## config.mk

```make
export PLATFORM = sky130hd
export DESIGN_NAME = fir3_pipe
export DESIGN_NICKNAME = d
export VERILOG_FILES = /design/src/rtl/fir3_pkg.sv /design/src/rtl/fir3_ctrl.sv /design/src/rtl/fir3_datapath.sv /design/src/rtl/fir3_pipe.sv
export SDC_FILE = /design/constraint.sdc
export NUM_CORES = 2
export LEC_CHECK = 0
export ABC_AREA = 0
export BUFFER_PORTS_ARGS = -buffer_cell sky130_fd_sc_hd__buf_2
export CORE_ASPECT_RATIO = 0.7
export CORE_MARGIN = 1
export CORE_UTILIZATION = 60
export CTS_BUF_LIST = sky130_fd_sc_hd__clkbuf_8
export CTS_CLUSTER_SIZE = 16
export DETAILED_ROUTE_END_ITERATION = 6
export PLACE_DENSITY = 0.87
export RECOVER_POWER = 100
export SKIP_CTS_REPAIR_TIMING = 1
export SLEW_MARGIN = 0
export SYNTH_ARGS = -nofsm -noshare
export SYNTH_HDL_FRONTEND = slang
export SYNTH_SLANG_ARGS = --single-unit
```

## constraint.sdc

```tcl
create_clock -name clk -period 9.4 [get_ports clk]
set_clock_uncertainty 0.15 [all_clocks]
set_input_delay 0 -clock clk [delete_from_list [all_inputs] [get_ports clk]]
set_output_delay 0 -clock clk [all_outputs]
set_load 0.02 [all_outputs]
```

## src/rtl/fir3_pkg.sv

```systemverilog
package fir3_pkg;

  // Number of filter taps; the adder layers below are arranged for three.
  localparam int NUM_TAPS = 3;
  // Register layers between accepted sample and visible result.
  localparam int PIPE_STAGES = 3;

  // Load strobes sent from the control module to the datapath.
  typedef struct packed {
    logic shiftHist;  // advance the sample history
    logic loadProd;   // capture the three products
    logic loadSum;    // capture the first partial sum and delayed product
    logic loadOut;    // capture the final result
  } stageCtl_t;

endpackage

```

## src/rtl/fir3_ctrl.sv

```systemverilog
module fir3_ctrl
  import fir3_pkg::*;
(
  input  logic      clk,
  input  logic      rstN,
  input  logic      inValid,
  output stageCtl_t ctl,
  output logic      outValid
);

  logic [PIPE_STAGES-1:0] validPipe;

  always_ff @(posedge clk or negedge rstN) begin
    if (!rstN) begin
      validPipe <= '0;
    end else begin
      validPipe <= {validPipe[PIPE_STAGES-2:0], inValid};
    end
  end

  always_comb begin
    ctl.shiftHist = inValid;
    ctl.loadProd  = inValid;
    ctl.loadSum   = validPipe[0];
    ctl.loadOut   = validPipe[1];
  end

  assign outValid = validPipe[PIPE_STAGES-1];

  // Edges since reset release, saturating; keeps $past inside the run.
  logic [1:0] upCount;
  always_ff @(posedge clk or negedge rstN) begin
    if (!rstN) begin
      upCount <= '0;
    end else if (upCount != 2'd3) begin
      upCount <= upCount + 2'd1;
    end
  end

  // the output strobe follows the input strobe by three cycles.
  assert_latency_R3: assert property (@(posedge clk) disable iff (!rstN)
    (upCount == 2'd3) |-> (outValid == $past(inValid, 3)));

  // back-to-back samples keep the final load strobe high on back-to-back cycles.
  assert_throughput_R9: assert property (@(posedge clk) disable iff (!rstN)
    (upCount == 2'd3 && $past(inValid, 2) && $past(inValid, 3)) |-> (ctl.loadOut && outValid));

endmodule

```

## src/rtl/fir3_datapath.sv

```systemverilog
module fir3_datapath
  import fir3_pkg::*;
#(
  parameter int DATA_W = 32
) (
  input  logic                              clk,
  input  logic                              rstN,
  input  stageCtl_t                         ctl,
  input  logic [DATA_W-1:0]                 sampleIn,
  input  logic [NUM_TAPS-1:0][DATA_W-1:0]   coefs,
  output logic [DATA_W-1:0]                 yOut
);

  localparam int HIST_D = NUM_TAPS - 1;

  // History registers: histReg[0] is one sample back, histReg[1] two back.
  logic [HIST_D-1:0][DATA_W-1:0]   histReg;
  // Operand view: tap 0 is the live sample, tap i the sample i back.
  logic [NUM_TAPS-1:0][DATA_W-1:0] tapView;
  logic [NUM_TAPS-1:0][DATA_W-1:0] prodReg;
  logic [DATA_W-1:0]               partSum;
  logic [DATA_W-1:0]               lastProdDly;
  logic [DATA_W-1:0]               resultReg;

  assign tapView[0] = sampleIn;

  genvar gi;
  generate
    for (gi = 0; gi < HIST_D; gi++) begin : g_hist
      assign tapView[gi+1] = histReg[gi];
      always_ff @(posedge clk or negedge rstN) begin
        if (!rstN) begin
          histReg[gi] <= '0;
        end else if (ctl.shiftHist) begin
          histReg[gi] <= tapView[gi];
        end
      end
    end

    // Layer 1: one multiplier per register path.
    for (gi = 0; gi < NUM_TAPS; gi++) begin : g_prod
      always_ff @(posedge clk or negedge rstN) begin
        if (!rstN) begin
          prodReg[gi] <= '0;
        end else if (ctl.loadProd) begin
          prodReg[gi] <= coefs[gi] * tapView[gi];
        end
      end
    end
  endgenerate

  // Layer 2: one adder, third product carried alongside.
  always_ff @(posedge clk or negedge rstN) begin
    if (!rstN) begin
      partSum     <= '0;
      lastProdDly <= '0;
    end else if (ctl.loadSum) begin
      partSum     <= prodReg[0] + prodReg[1];
      lastProdDly <= prodReg[2];
    end
  end

  // Layer 3: one adder into the output register.
  always_ff @(posedge clk or negedge rstN) begin
    if (!rstN) begin
      resultReg <= '0;
    end else if (ctl.loadOut) begin
      resultReg <= partSum + lastProdDly;
    end
  end

  assign yOut = resultReg;

  // history is untouched when no sample is accepted.
  assert_hist_hold_R4: assert property (@(posedge clk) disable iff (!rstN)
    !ctl.shiftHist |=> $stable(histReg));

  // the output register holds whenever its load strobe is low.
  assert_out_hold_R6: assert property (@(posedge clk) disable iff (!rstN)
    !ctl.loadOut |=> $stable(yOut));

  // the newest-tap product uses the coefficient and sample at the accepting edge.
  assert_prod_capture_R8: assert property (@(posedge clk) disable iff (!rstN)
    ctl.loadProd |=> (prodReg[0] == DATA_W'($past(coefs[0]) * $past(sampleIn))));

endmodule

```

## src/rtl/fir3_pipe.sv

```systemverilog
module fir3_pipe
  import fir3_pkg::*;
#(
  parameter int DATA_W = 32
) (
  input  logic              clk,
  input  logic              rstN,
  input  logic              inValid,
  input  logic [DATA_W-1:0] sampleIn,
  input  logic [DATA_W-1:0] coefA,
  input  logic [DATA_W-1:0] coefB,
  input  logic [DATA_W-1:0] coefC,
  output logic              outValid,
  output logic [DATA_W-1:0] yOut
);

  stageCtl_t                       ctl;
  logic [NUM_TAPS-1:0][DATA_W-1:0] coefs;

  assign coefs[0] = coefA;
  assign coefs[1] = coefB;
  assign coefs[2] = coefC;

  fir3_ctrl u_ctrl (
    .clk      (clk),
    .rstN     (rstN),
    .inValid  (inValid),
    .ctl      (ctl),
    .outValid (outValid)
  );

  fir3_datapath #(
    .DATA_W (DATA_W)
  ) u_datapath (
    .clk      (clk),
    .rstN     (rstN),
    .ctl      (ctl),
    .sampleIn (sampleIn),
    .coefs    (coefs),
    .yOut     (yOut)
  );

endmodule

```

==> impl_metrics.tcl <==
set metrics [dict create \
    violations "design-rule violations, max-capacitance violations, max-slew violations" \
    synth-xor-area-share_pct 4.46 \
    drive_gt1_share_pct 7.06 \
    cp_max_fo 30 \
    worstPathArrival_ns 8.62 \
    drt_pre_antenna_iters 7 \
    finalSetupViolCount 0 \
    maxSlewViolCount 618 \
    grt_pass1_vias 47700 \
    row_count 95 \
    final_hold_viol_count 0 \
    synthSimpleGateAreaFrac_pct 15.9 \
    synthesis.nets 7992 \
    cts.clk_slew.worst_paths_ns 0.07 \
    grt_max_degree 101 \
    ys_types 68 \
    synthArstFlopShare_pct 100 \
    dieArea_mm2 0.0999 \
    synthAdderAreaFrac_pct 50.6 \
    cp-end-kind "register" \
    slew_headroom_pct -287 \
    max_cap_violations 9 \
    gp_congestion 1.02 \
    synth_area_leaders "fa_1 (41%), dfrtp_1 (11%), ha_1 (9.1%), and2_1 (8.7%), inv_1 (7.6%)" \
    synth_flop_cell "dfrtp_1" \
    clockBufferDepth 3 \
    antenna_found_initial 10 \
    synth_compound_area_share_pct 4.44 \
    ys_seq_elements 259 \
    gr-total-overflow 0 \
    start_kind "primary input" \
    synth_top_area_share_pct 41.5 \
    worst_slack_ns 0.885 \
    drt-vias-per-instance 5.86 \
    grt_setup_unrepaired "no" \
    synth_area_per_cell_um2 9.54 \
    path_cells "dlygate4sd3_1 -> clkbuf_1 -> and2_0 -> fa_1 -> inv_1 -> fa_1 -> fa_1 -> fa_1 -> inv_1 -> ha_1 -> ha_1 -> fa_1 -> fa_1 -> ha_1 -> a21o_1 -> or4_1 -> or3_1 -> and4_1 -> nor2_1 -> a31oi_1 -> a211oi_1 -> o31ai_1 -> xnor2_1 -> a21oi_1" \
    synth_top_family_by_area "adder cells" \
    dp_cells 7402 \
    root_buffer "clkbuf_8" \
    syn_inst 6204 \
    drt-initial-drc-count 4389 \
    final_core_util_pct 64.0 \
    die_w_um 377 \
    grt_usage_pct 34.3 \
    clock_latency_ns 0.62 \
    initial_utilization_pct 61.1 \
    crit_top_cell "fa_1" \
    fin_crit_ns 8.52 \
    routed_wl_mm 165 \
    area.growth.synth_to_final_pct 4.71 \
    fin_tns_setup_ns 0 \
    drc_errors 1 \
    cts_max_level 2 \
    yosysSeqAreaShare_pct 10.9 \
    post-route-period-util_pct 90.6 \
    hold_path_class "in -> reg" \
    ioPinCount 164 \
    tightest_slew_ns 5.81 \
    cp.required_ns 9.51 \
    cts_tree "yes" \
    syn_area_mm2 0.0592 \
    fmax_mhz 117 \
    io_buffers 163 \
    chipHeight_um 265 \
    muxShareOfSynthArea_pct 4.05 \
    wire_per_inst_um 22.0 \
    slowest_delay_ns 1.27 \
    status "complete, but fails checks" \
    synth-edff-count 0 \
    dp_slack_ns 1.36 \
    instances_no_fill 7524 \
    path_class "in -> reg" \
    cts_inserted_buffers 42 \
    cts_sinks 259 \
    grt_pass1_wl_mm 264 \
    critPathTopFamily "adder cells" \
    slowest_stage "clkbuf_1" \
    yosysWarnings 0 \
    dp_hpwl_mm 126 \
    nets 7961 \
    fp.coreArea_mm2 0.0969 \
    cp_num_buf_inv 4 \
    ant_nets 0 \
    yosysTopAreaCell "fa_1" \
    dr_total_vias 44100 \
]
cell type report:
| cell class | count | area, µm² |
|---|---|---|
| antenna | 11 | 27.5 |
| clock buffer | 53 | 729 |
| clock inverter | 22 | 198 |
| fill | 7370 | 34900 |
| inverter | 1205 | 4520 |
| multi-input combinational | 4431 | 47000 |
| sequential | 259 | 6480 |
| tap | 1309 | 1640 |
| timing repair buffer | 234 | 1360 |
cells in the final DEF, fill, tap and decap left out, types with 64 or more instances in the layout:
cell type  count
a21o_1        72
a21oi_1      126
and2_1       817
buf_2        127
dfrtp_1      258
fa_1        1226
ha_1         431
inv_1       1210
mux2_2       198
nand2_1      819
nor2_1        65
xnor2_1      235
xor2_1        64
per-stage QoR:
stage          hold slack [ns]  area [µm²]
6_report                0.0448       62000
5_1_grt                 0.0227       62000
4_1_cts                 -0.870       61700
3_5_place_dp            -0.196       60800
3_3_place_gp            -0.202       60800
2_1_floorplan           -0.446       59200
path summary, 6_finish.rpt:
| check | slack, ns | from | cells past startpoint | end |
|---|---|---|---|---|
| min in group asynchronous | 1.77 | rstN | 4 | u_datapath.yOut[15]$_DFFE_PN0P_ |
| setup / recovery | 0.88 | sampleIn[3] | 24 | u_datapath.prodReg[31]$_DFFE_PN0P_ |
| setup reg to reg | 0.98 | u_datapath.histReg[7]$_DFFE_PN0P_ | 24 | u_datapath.prodReg[62]$_DFFE_PN0P_ |
| hold / removal | 0.04 | sampleIn[1] | 2 | u_datapath.histReg[1]$_DFFE_PN0P_ |
| max in group asynchronous | 4.73 | rstN | 4 | u_datapath.lastProdDly[8]$_DFFE_PN0P_ |
| hold reg to reg | 0.35 | u_datapath.prodReg[81]$_DFFE_PN0P_ | 1 | u_datapath.prodReg[81]$_DFFE_PN0P_ |
per-layer routing:
| metal | vias up | global-route usage (%) | part of all wire, % |
|---|---|---|---|
| met3 | 549 | 11.5 | 14 |
| met5 | - | 0 | 0.0091 |
| met2 | 2901 | 50.9 | 43 |
| li1 | 18500 | - | - |
| met4 | 2 | 12.5 | 4.3 |
| met1 | 22100 | 46.9 | 39 |
flip-flops by register name, indices dropped and copies added (netlist names):
signal,flops
u_datapath.histReg,64
u_datapath.partSum,32
u_ctrl.validPipe,3
u_datapath.prodReg,96
u_datapath.yOut,32
u_datapath.lastProdDly,32
worst register-to-register path: cells and delay by family (launching register included):
family	cells	cell delay (ns)
flip-flops	1	1.15
AO/OA/AOI/OAI	9	2.12
adder cells (fa/ha/maj)	9	4.25
AND/OR/NAND/NOR	2	0.44
buffers and inverters	4	0.19
cells in the mapped netlist (18+ instances only):
master / instances
dfrtp_1: 259
a21o_1: 72
o21a_1: 24
nand3_1: 26
clkbuf_1: 304
nor3_1: 18
a21oi_1: 126
fa_1: 1226
nand2_1: 819
o21ai_0: 52
xor2_1: 64
and2_1: 823
nand2b_1: 19
xnor2_1: 235
ha_1: 431
nor2_1: 65
mux2_2: 210
nor2b_1: 24
inv_1: 1204
logic make-up (layout without fill, tap and decap cells):
logic type | count (synthesis) | count (layout)
other | 0 | 11
AOI/OAI and AO/OA | 399 | 399
DFF | 259 | 259
xor gates and xnor gates | 300 | 300
muxes | 213 | 213
adders and majority gates | 1657 | 1657
buffers and inverters | 1514 | 1514
and+or+nand+nor | 1862 | 1862
Power is left out: the tool's default activity adds up to more than one toggle a clock period on the data nets, which glitch-free logic cannot reach.
